File: src/rtl/ptw_pkg.sv
package ptw_pkg;

   typedef enum logic [1:0] {
      PTW_OK       = 2'd0,
      PTW_NONCANON = 2'd1,
      PTW_ABSENT   = 2'd2,
      PTW_PROT     = 2'd3
   } ptw_fault_e;

   typedef enum logic [1:0] {
      PTW_IDLE  = 2'd0,
      PTW_MREQ  = 2'd1,
      PTW_MWAIT = 2'd2,
      PTW_RESP  = 2'd3
   } ptw_state_e;

   localparam int ENT_PRESENT = 0;
   localparam int ENT_WRITE   = 1;
   localparam int ENT_USER    = 2;
   localparam int ENT_LARGE   = 7;

endpackage

File: src/rtl/ptw_canon.sv
module ptw_canon #(
   parameter int ADDR_BITS = 64,
   parameter int VA_BITS   = 48,
   parameter bit CHECK     = 1'b1
) (
   input  logic [ADDR_BITS-VA_BITS:0] va_top,
   output logic                       ok
);
   generate
      if (!CHECK || ADDR_BITS == VA_BITS) begin : g_bypass
         logic unused_va;
         assign unused_va = ^va_top;
         assign ok = 1'b1;
      end else begin : g_check
         assign ok = (&va_top) | ~(|va_top);
      end
   endgenerate
endmodule

File: src/rtl/ptw_idx_sel.sv
module ptw_idx_sel #(
   parameter int LEVELS   = 4,
   parameter int IDX_BITS = 9,
   parameter int LVL_W    = $clog2(LEVELS)
) (
   input  logic [LEVELS*IDX_BITS-1:0] va_idx,
   input  logic [LVL_W-1:0]           lvl,
   output logic [IDX_BITS-1:0]        idx
);
   logic [IDX_BITS-1:0] slice [LEVELS];

   for (genvar g = 0; g < LEVELS; g++) begin : g_slice
      assign slice[g] = va_idx[g*IDX_BITS +: IDX_BITS];
   end

   assign idx = slice[lvl];
endmodule

File: src/rtl/ptw_leaf_addr.sv
module ptw_leaf_addr #(
   parameter int PA_BITS  = 52,
   parameter int LEVELS   = 4,
   parameter int IDX_BITS = 9,
   parameter int OFF_BITS = 12,
   parameter int LVL_W    = $clog2(LEVELS),
   parameter int FRM_W    = PA_BITS - OFF_BITS,
   parameter int LOW_W    = OFF_BITS + (LEVELS-1)*IDX_BITS
) (
   input  logic [FRM_W-1:0]   frame,
   input  logic [LOW_W-1:0]   va_low,
   input  logic [LVL_W-1:0]   lvl,
   output logic [PA_BITS-1:0] paddr
);
   logic [PA_BITS-1:0] cand [LEVELS];

   for (genvar g = 0; g < LEVELS; g++) begin : g_page
      localparam int KEEP = OFF_BITS + g*IDX_BITS;
      assign cand[g] = {frame[FRM_W-1:g*IDX_BITS], va_low[KEEP-1:0]};
   end

   assign paddr = cand[lvl];
endmodule

File: src/rtl/ptw_perm_merge.sv
module ptw_perm_merge (
   input  logic acc_w,
   input  logic acc_u,
   input  logic acc_nx,
   input  logic ent_w,
   input  logic ent_u,
   input  logic ent_nx,
   input  logic want_w,
   input  logic want_u,
   input  logic want_x,
   output logic m_w,
   output logic m_u,
   output logic m_nx,
   output logic deny
);
   assign m_w  = acc_w & ent_w;
   assign m_u  = acc_u & ent_u;
   assign m_nx = acc_nx | ent_nx;
   assign deny = (want_w & ~m_w) | (want_u & ~m_u) | (want_x & m_nx);
endmodule

File: src/rtl/ptw4_walker.sv
module ptw4_walker
   import ptw_pkg::*;
#(
   parameter int ADDR_BITS   = 64,
   parameter int VA_BITS     = 48,
   parameter int PA_BITS     = 52,
   parameter int ENT_BITS    = 64,
   parameter int LEVELS      = 4,
   parameter int IDX_BITS    = 9,
   parameter int OFF_BITS    = 12,
   parameter int LARGE_MIN   = 1,
   parameter int LARGE_MAX   = 2,
   parameter bit CANON_CHECK = 1'b1
) (
   input  logic                         clk,
   input  logic                         rst_n,
   input  logic                         req_valid,
   output logic                         req_ready,
   input  logic [ADDR_BITS-1:0]         req_vaddr,
   input  logic [PA_BITS-OFF_BITS-1:0]  req_root_frame,
   input  logic                         req_write,
   input  logic                         req_user,
   input  logic                         req_fetch,
   output logic                         mem_req_valid,
   input  logic                         mem_req_ready,
   output logic [PA_BITS-1:0]           mem_req_addr,
   input  logic                         mem_rsp_valid,
   input  logic [ENT_BITS-1:0]          mem_rsp_data,
   output logic                         rsp_valid,
   input  logic                         rsp_ready,
   output logic [PA_BITS-1:0]           rsp_paddr,
   output logic [1:0]                   rsp_fault,
   output logic [$clog2(LEVELS)-1:0]    rsp_level,
   output logic                         rsp_perm_w,
   output logic                         rsp_perm_u,
   output logic                         rsp_perm_nx
);
   localparam int LVL_W   = $clog2(LEVELS);
   localparam int FRM_W   = PA_BITS - OFF_BITS;
   localparam int ENT_LOG = $clog2(ENT_BITS/8);
   localparam int LOW_W   = OFF_BITS + (LEVELS-1)*IDX_BITS;
   localparam int NX_BIT  = ENT_BITS - 1;
   localparam logic [LVL_W-1:0] TOP_LVL = LVL_W'(LEVELS-1);
   localparam logic [LVL_W-1:0] LG_LO   = LVL_W'(LARGE_MIN);
   localparam logic [LVL_W-1:0] LG_HI   = LVL_W'(LARGE_MAX);

   // elaboration-time parameter checks
   if (OFF_BITS != IDX_BITS + ENT_LOG) begin : g_bad_off
      $error("page offset must equal index width plus entry size log");
   end
   if (VA_BITS != OFF_BITS + LEVELS*IDX_BITS) begin : g_bad_va
      $error("virtual width must be offset plus all index fields");
   end
   if (ADDR_BITS < VA_BITS || PA_BITS >= ENT_BITS) begin : g_bad_width
      $error("address widths do not fit the entry format");
   end
   if (LARGE_MIN < 1 || LARGE_MAX > LEVELS-2 || LARGE_MIN > LARGE_MAX) begin : g_bad_large
      $error("large-page levels must lie strictly inside the walk");
   end

   ptw_state_e         state_q;
   logic [LVL_W-1:0]   lvl_q;
   logic [FRM_W-1:0]   frame_q;
   logic [VA_BITS-1:0] va_q;
   logic               want_w_q, want_u_q, want_x_q;
   logic               acc_w_q, acc_u_q, acc_nx_q;
   logic [PA_BITS-1:0] paddr_q;
   ptw_fault_e         fault_q;
   logic [LVL_W-1:0]   leaf_q;
   logic               pw_q, pu_q, pnx_q;
   logic [LVL_W:0]     reads_q;

   logic               canon_ok;
   logic [IDX_BITS-1:0] idx;
   logic [PA_BITS-1:0] leaf_pa;
   logic               m_w, m_u, m_nx, deny;
   logic               ent_present, ent_large, at_leaf;
   logic               unused_ent;

   ptw_canon #(.ADDR_BITS(ADDR_BITS), .VA_BITS(VA_BITS), .CHECK(CANON_CHECK)) u_canon (
      .va_top (req_vaddr[ADDR_BITS-1:VA_BITS-1]),
      .ok     (canon_ok)
   );

   ptw_idx_sel #(.LEVELS(LEVELS), .IDX_BITS(IDX_BITS)) u_idx (
      .va_idx (va_q[VA_BITS-1:OFF_BITS]),
      .lvl    (lvl_q),
      .idx    (idx)
   );

   ptw_leaf_addr #(.PA_BITS(PA_BITS), .LEVELS(LEVELS), .IDX_BITS(IDX_BITS),
                   .OFF_BITS(OFF_BITS)) u_leaf (
      .frame  (mem_rsp_data[PA_BITS-1:OFF_BITS]),
      .va_low (va_q[LOW_W-1:0]),
      .lvl    (lvl_q),
      .paddr  (leaf_pa)
   );

   ptw_perm_merge u_perm (
      .acc_w  (acc_w_q),
      .acc_u  (acc_u_q),
      .acc_nx (acc_nx_q),
      .ent_w  (mem_rsp_data[ENT_WRITE]),
      .ent_u  (mem_rsp_data[ENT_USER]),
      .ent_nx (mem_rsp_data[NX_BIT]),
      .want_w (want_w_q),
      .want_u (want_u_q),
      .want_x (want_x_q),
      .m_w    (m_w),
      .m_u    (m_u),
      .m_nx   (m_nx),
      .deny   (deny)
   );

   assign ent_present = mem_rsp_data[ENT_PRESENT];
   assign ent_large   = mem_rsp_data[ENT_LARGE];
   assign at_leaf     = (lvl_q == '0) || (ent_large && lvl_q >= LG_LO && lvl_q <= LG_HI);
   assign unused_ent  = ^{mem_rsp_data[ENT_BITS-2:PA_BITS],
                          mem_rsp_data[OFF_BITS-1:ENT_LARGE+1],
                          mem_rsp_data[ENT_LARGE-1:ENT_USER+1]};

   assign req_ready     = (state_q == PTW_IDLE);
   assign mem_req_valid = (state_q == PTW_MREQ);
   assign rsp_valid     = (state_q == PTW_RESP);
   assign mem_req_addr  = {frame_q, idx, {ENT_LOG{1'b0}}};
   assign rsp_paddr     = paddr_q;
   assign rsp_fault     = fault_q;
   assign rsp_level     = leaf_q;
   assign rsp_perm_w    = pw_q;
   assign rsp_perm_u    = pu_q;
   assign rsp_perm_nx   = pnx_q;

   always_ff @(posedge clk or negedge rst_n) begin
      if (!rst_n) begin
         state_q  <= PTW_IDLE;
         lvl_q    <= '0;
         frame_q  <= '0;
         va_q     <= '0;
         want_w_q <= 1'b0;
         want_u_q <= 1'b0;
         want_x_q <= 1'b0;
         acc_w_q  <= 1'b0;
         acc_u_q  <= 1'b0;
         acc_nx_q <= 1'b0;
         paddr_q  <= '0;
         fault_q  <= PTW_OK;
         leaf_q   <= '0;
         pw_q     <= 1'b0;
         pu_q     <= 1'b0;
         pnx_q    <= 1'b0;
         reads_q  <= '0;
      end else begin
         case (state_q)
            PTW_IDLE: begin
               if (req_valid) begin
                  va_q     <= req_vaddr[VA_BITS-1:0];
                  want_w_q <= req_write;
                  want_u_q <= req_user;
                  want_x_q <= req_fetch;
                  reads_q  <= '0;
                  lvl_q    <= TOP_LVL;
                  frame_q  <= req_root_frame;
                  acc_w_q  <= 1'b1;
                  acc_u_q  <= 1'b1;
                  acc_nx_q <= 1'b0;
                  if (!canon_ok) begin
                     fault_q <= PTW_NONCANON;
                     paddr_q <= '0;
                     leaf_q  <= '0;
                     pw_q    <= 1'b0;
                     pu_q    <= 1'b0;
                     pnx_q   <= 1'b0;
                     state_q <= PTW_RESP;
                  end else begin
                     state_q <= PTW_MREQ;
                  end
               end
            end
            PTW_MREQ: begin
               if (mem_req_ready) begin
                  reads_q <= reads_q + 1'b1;
                  state_q <= PTW_MWAIT;
               end
            end
            PTW_MWAIT: begin
               if (mem_rsp_valid) begin
                  if (!ent_present) begin
                     fault_q <= PTW_ABSENT;
                     paddr_q <= '0;
                     leaf_q  <= '0;
                     pw_q    <= 1'b0;
                     pu_q    <= 1'b0;
                     pnx_q   <= 1'b0;
                     state_q <= PTW_RESP;
                  end else if (at_leaf) begin
                     fault_q <= deny ? PTW_PROT : PTW_OK;
                     paddr_q <= deny ? '0 : leaf_pa;
                     leaf_q  <= lvl_q;
                     pw_q    <= m_w;
                     pu_q    <= m_u;
                     pnx_q   <= m_nx;
                     state_q <= PTW_RESP;
                  end else begin
                     acc_w_q  <= m_w;
                     acc_u_q  <= m_u;
                     acc_nx_q <= m_nx;
                     frame_q  <= mem_rsp_data[PA_BITS-1:OFF_BITS];
                     lvl_q    <= lvl_q - 1'b1;
                     state_q  <= PTW_MREQ;
                  end
               end
            end
            PTW_RESP: begin
               if (rsp_ready) state_q <= PTW_IDLE;
            end
            default: state_q <= PTW_IDLE;
         endcase
      end
   end


   noncanon_noread_chk: assert property (@(posedge clk) disable iff (!rst_n)
      (rsp_valid && rsp_fault == PTW_NONCANON) |-> (reads_q == '0));


   walk_depth_chk: assert property (@(posedge clk) disable iff (!rst_n)
      rsp_valid |-> (reads_q <= (LVL_W+1)'(LEVELS)));


   memreq_hold_chk: assert property (@(posedge clk) disable iff (!rst_n)
      (mem_req_valid && !mem_req_ready) |=> (mem_req_valid && $stable(mem_req_addr)));


   rsp_hold_chk: assert property (@(posedge clk) disable iff (!rst_n)
      (rsp_valid && !rsp_ready) |=> (rsp_valid && $stable(rsp_paddr) && $stable(rsp_fault)));


   offset_pass_chk: assert property (@(posedge clk) disable iff (!rst_n)
      (rsp_valid && rsp_fault == PTW_OK) |-> (rsp_paddr[OFF_BITS-1:0] == va_q[OFF_BITS-1:0]));


   perm_grant_chk: assert property (@(posedge clk) disable iff (!rst_n)
      (rsp_valid && rsp_fault == PTW_OK) |->
         ((!want_w_q || rsp_perm_w) && (!want_u_q || rsp_perm_u) && (!want_x_q || !rsp_perm_nx)));

endmodule

File: config.mk
export PLATFORM = sky130hd
export DESIGN_NAME = ptw4_walker
export DESIGN_NICKNAME = d
export VERILOG_FILES = /design/src/rtl/ptw_pkg.sv /design/src/rtl/ptw_canon.sv /design/src/rtl/ptw_idx_sel.sv /design/src/rtl/ptw_leaf_addr.sv /design/src/rtl/ptw_perm_merge.sv /design/src/rtl/ptw4_walker.sv
export SDC_FILE = /design/constraint.sdc
export NUM_CORES = 1
export LEC_CHECK = 0
export BUFFER_PORTS_ARGS = -buffer_cell sky130_fd_sc_hd__buf_2
export CORE_ASPECT_RATIO = 1.2
export CORE_UTILIZATION = 53
export CTS_CLUSTER_SIZE = 20
export DETAILED_ROUTE_END_ITERATION = 10
export PLACE_DENSITY = 0.95
export SETUP_SLACK_MARGIN = 0.2
export SYNTH_ARGS = -nofsm -noshare
export SYNTH_HDL_FRONTEND = slang
export SYNTH_HIERARCHICAL = 1
export SYNTH_SLANG_ARGS = --single-unit
File: constraint.sdc
create_clock -name clk -period 6.9 [get_ports clk]
set_clock_uncertainty 0.2 [all_clocks]
set_input_delay 1.035 -clock clk [delete_from_list [all_inputs] [get_ports clk]]
set_output_delay 1.035 -clock clk [all_outputs]
set_load 0.05 [all_outputs]
Word level (Yosys, flattened, before mapping)
Cells that the tools add are included.
- bits in registers: 157
- latch bits: 0
- memory bits (writable): 0
- bits in read-only memories: 0
- input port bits: 177
- output and inout port bits: 114
- logic and storage cells: 128
- memories: 0
- add/subtract/negate cells: 1
- multiply operators: 0
- divide/modulo/power cells: 0
- magnitude comparators: 3
- equality and inequality tests: 11
- shifts and indexed selects: 0
- muxes and demuxes: 72
- bitwise operators: 13
- reduce and logical (&&, ||, !) cells: 12
- operators by type and width (operator ; number):
    52-bit 2-to-1 mux ; 8
    40-bit 2-to-1 mux ; 4
    52-bit binary-select mux with 2-bit select ; 1
    52-bit one-hot mux with 2 select lines ; 1
    40-bit one-hot mux with 2 select lines ; 1
    2-bit 2-to-1 mux ; 22
    1-bit 2-to-1 mux ; 22
    9-bit binary-select mux with 2-bit select ; 1
    9-bit 2-to-1 mux ; 2
    17-bit AND reduction ; 1
    17-bit OR reduction ; 1
    1-bit one-hot mux with 2 select lines ; 6
    2-bit one-hot mux with 2 select lines ; 3
    2-bit inequality test, second input constant ; 5
    5-bit AND reduction ; 2
    2-bit one-hot mux with 4 select lines ; 1
    1-bit bitwise AND ; 5
    2-bit equality test, second input constant ; 2
    2-bit logical NOT ; 2
    2-bit by 1-bit inequality test with 1-bit output, second input constant ; 2
    1-bit OR ; 4
    4-bit AND reduction ; 1
    3-bit >= comparator, second input constant ; 1
    3-bit inequality test, second input constant ; 1
    other kinds (10) ; 13

Longest topological paths before layout
- word-level depth: 10
- mapped depth: 10
- depth with buffers taken out: 8

Modules after synthesis
Netlist, hierarchy kept.
- by module, submodules not included (module ; instances ; cells an instance ; area an instance (µm²) ; seq. area each (µm²)):
    ptw4_walker ; 1 ; 479 ; 6354.8 ; 3928.8
    ptw_leaf_addr ; 1 ; 55 ; 568.0 ; 0.0
    ptw_idx_sel ; 1 ; 11 ; 219.0 ; 0.0
    ptw_canon ; 1 ; 12 ; 98.8 ; 0.0
    ptw_perm_merge ; 1 ; 7 ; 51.3 ; 0.0

Least setup slack after synthesis
OpenSTA, ideal clock, no wires.
- kind: flip-flop to output port
- from: register state_q[0]
- to: output mem_req_valid
- arrival: 1484 ps
- data required time: 5665 ps
- setup slack: 4181 ps
- stages on the path, launching flop included: 4
- path through: dfrtp_1 > buf_2 > clkbuf_1 > nor2b_1
- longest elaborated chain between the ends: 1
- ends and longest elaborated chain (element ; RTL line ; source):
    from (decl) ; ptw4_walker.sv:61 ; ptw_state_e state_q;
    from (signal assigned) ; ptw4_walker.sv:135 ; state_q <= PTW_IDLE;
    from (signal assigned) ; ptw4_walker.sv:173 ; state_q <= PTW_RESP;
    from (signal assigned) ; ptw4_walker.sv:175 ; state_q <= PTW_MREQ;
    2-bit by 1-bit equality test with 1-bit output ; -- ;
    to (decl) ; ptw4_walker.sv:24 ; output logic mem_req_valid,
Every way passes these cells.

Worst setup path in the final report
- from: register lvl_q[0]
- to: output mem_req_addr[6]
- longest elaborated chain between the ends: 4
- ends and longest elaborated chain (element ; RTL line ; source):
    from (decl) ; ptw4_walker.sv:62 ; logic [LVL_W-1:0] lvl_q;
    from (signal assigned) ; ptw4_walker.sv:208 ; lvl_q <= lvl_q - 1'b1;
    2-bit inverter with 3-bit output (not written as such) ; ptw_idx_sel.sv:16 ; assign idx = slice[lvl];
    9-bit binary-select mux with 2-bit select ; ptw_idx_sel.sv:16 ;
    9-bit 2-to-1 mux (not written as such) (2 in series) ; ptw_idx_sel.sv:16 ;
    to (decl) ; ptw4_walker.sv:26 ; output logic [PA_BITS-1:0] mem_req_addr,
Every way passes these cells. The select of a mux whose other input is x is not followed.

==> metrics.cfg <==
[status]
outcome = completed

[sta]
setup_total_negative_slack_ns = 0
holdWs_ns = 0.289
final-setup-viol-count = 0
timing.final.crit_share = 0.504
worst_slew_margin_rel = 0.205
max_freq_ghz = 0.287
timing_max_transition_violations_final = 0
unrepaired_setup_endpoints_after_global_routing = no
hold_viol = 0
min_period_ns = 3.48
worst_slew_pin_slew_ns = 1.19

[clock_tree]
post-cts-setup-buffers = 0
cts_hold_buf = 0
cts_inserted_buffers = 17
clock_insertion_delay_worst_skew_ns = 0.42
cts.reportedPaths.clkPinSlew_ns = 0.06
clock_sinks = 157
ctsHtreeMaxLevel = 4
tritoncts = done
cts.repair.resized = 0
clock-root-buffer = sky130_fd_sc_hd__clkbuf_16
cts.path.max_buffers = 2

[logic_synthesis]
ys_async_sr_fraction = 1.00
synth.cell_area_um2 = 7290
synth.top_cells.by_area = sky130_fd_sc_hd__dfrtp_1 (54%), sky130_fd_sc_hd__mux2_2 (11%), sky130_fd_sc_hd__a22o_1 (7.0%)
yosys.cell_types.count = 40
post_synth_mux_area_share = 0.209
synth_cells = 564
synth_top_cell_area_share = 0.539
post_synth_xor_area_fraction = 0
synth_compound_area_frac = 0.114
synth_area_per_cell_um2 = 12.9
ys_ff_latch = 157
synth_top_family_by_area = multiplexers
synth_common_cells = sky130_fd_sc_hd__dfrtp_1 (157), sky130_fd_sc_hd__mux2_2 (70), sky130_fd_sc_hd__a22o_1 (58), sky130_fd_sc_hd__a21oi_1 (45), sky130_fd_sc_hd__nor3_1 (44)
synth_sequential_area_ratio = 0.539
yosysWarningCount = 6
synth_flop_cell = sky130_fd_sc_hd__dfrtp_1
synth_fa_ha_area_frac = 0.00343
synth_most_common_cell = sky130_fd_sc_hd__dfrtp_1
synth_top_cell_by_area = sky130_fd_sc_hd__dfrtp_1
synth_edf_count = 0
synth-simple-area-share = 0.0698

[detailed_routing]
detailedRoute.firstPassIterationCount = 5
antenna_left = 0
via_count = 5712
routed_wl_um = 20200
remaining_drc_errors = 0
viasPerCell = 5.86
detail_route.wl_per_cell_um = 20.8
drt-initial-drc-count = 321

[die]
floorplan.die.height_um = 130
number_of_top_level_pins = 291
placeable_core_region_um2 = 13300
die_width_um = 109
rows = 46
initial_core_util = 0.548
dieArea_um2 = 14200

[finish]
syn2layout_area_growth_pct = 26.1
fill_cells = 949
finish.net_count = 969
final_layout_size_suffix_gt1_frac = 0.513

[power]
static-leakage-power_nw = 4.52
cellPowerDensity_nw_per_um2 = 537
power.ir.vdd_worst_v = 0.000384

[worst_setup_path]
crit_fanout = 16
critPathKind = flop to output pin
timing.rr.start = lvl_q[0]
crit_arrival_ns = 2.24
crit_required_ns = 5.66
worstSetupStartpointType = flop
rr_worst_depth = 8
critPathCaptureType = output pin
critical_path.startpoint = lvl_q[0]

[job]
maxCapViolCount = 0

[global_route]
grt_antenna_before_repair = 2
grt_most_used_layer = met2
overflow = 0
first_pass_grt_wire_length_um = 30700
grt_util_met2 = 0.509
grt_max_degree = 85
m3_gr_usage = 0.0739
grt_use_total = 0.293
global_route.usage.met1 = 0.321
number_of_global_route_vias_before_repair = 5907

[worst_hold_path]
worst_hold_startpoint = va_q[7]
hold_class = flop to flop
holdPathStages = 1

[placement]
hpwl_um = 14000
final_gp_congestion = 0.809
io_buffer_count = 268

[stage by stage]
| step | setup WS [ns] | total power [mW] | cell area (um^2) | util | std cells |
|---|---|---|---|---|---|
| after global routing | 3.16 | 5.15 | 9190 | 0.691 | 972 |
| final | 3.42 | 4.94 | 9200 | 0.692 | 974 |
| after CTS | 3.34 | 4.96 | 9190 | 0.691 | 971 |
| after floorplan | 4.18 | 3.34 | 7300 | - | 566 |
| after global placement | 3.29 | 3.77 | 8500 | 0.639 | 939 |
| after detailed placement | 3.28 | 3.86 | 8500 | 0.639 | 939 |
[where the power goes]
part           total, mW  switching, mW  internal [mW]
sequential          1.55          0.287           1.27
combinational       2.30           1.50          0.798
clock               1.08          0.383          0.702
[worst max-delay path: stages, from the launching register on]
cell and delay (ns):
sky130_fd_sc_hd__dfrtp_1 0.98, sky130_fd_sc_hd__mux4_2 0.61, sky130_fd_sc_hd__buf_2 0.23
[cell families after synthesis]
kind of cell	after synthesis
compound gates	115
fa+ha+maj	2
buf+inv	78
flops	157
mux	128
other cells	1
simple gates	83
[registers in the layout, indices dropped and copies added, names as in the netlist]
signal / cells
acc_w_q: 1
state_q: 2
rsp_paddr: 52
lvl_q: 2
rsp_level: 2
rsp_perm_u: 1
want_x_q: 1
acc_u_q: 1
want_w_q: 1
va_q: 48
want_u_q: 1
rsp_fault: 2
rsp_perm_nx: 1
frame_q: 40
acc_nx_q: 1
rsp_perm_w: 1
[worst paths after layout]
check	endpoint	slack (ns)
max	mem_req_addr[6]	3.42
min	rsp_paddr[7]	0.29
max reg2reg	frame_q[1]	3.47
min reg2reg	rsp_paddr[7]	0.29
max in group asynchronous	rsp_paddr[6]	4.58
min in group asynchronous	frame_q[24]	0.47
[per-layer routing]
| metal | vias up | share of wire |
|---|---|---|
| met5 | - | 0 |
| met4 | 0 | 0.044 |
| met3 | 65 | 0.061 |
| met2 | 275 | 0.53 |
| met1 | 2864 | 0.36 |
| li1 | 2508 | - |
[area by class of cell]
cell class              instances  area (um^2)  area share
diodes                          3         7.51    0.000816
clock buffers                  19          453      0.0492
clock inverters                13          235      0.0256
inverters                       7         26.3     0.00286
multi-input cells             331         2930       0.318
flip-flops and latches        157         3930       0.427
well taps                     168          210      0.0229
repair buffers                276         1410       0.153
[cell usage in the layout (no fill, tap or decap), types with 4 or more instances in the layout]
cell	count
sky130_fd_sc_hd__dfrtp_1	157
sky130_fd_sc_hd__mux2_4	9
sky130_fd_sc_hd__clkbuf_16	17
sky130_fd_sc_hd__nand4_1	5
sky130_fd_sc_hd__bufinv_16	6
sky130_fd_sc_hd__a22o_1	58
sky130_fd_sc_hd__nor3_1	44
sky130_fd_sc_hd__buf_2	267
sky130_fd_sc_hd__buf_4	8
sky130_fd_sc_hd__a21oi_1	45
sky130_fd_sc_hd__nand2_1	6
sky130_fd_sc_hd__mux2i_1	40
sky130_fd_sc_hd__mux4_2	9
sky130_fd_sc_hd__nor2_1	5
sky130_fd_sc_hd__mux2_2	70
sky130_fd_sc_hd__o21ai_0	4
sky130_fd_sc_hd__inv_1	7
Note: power is estimated with default switching activity, not from simulation.
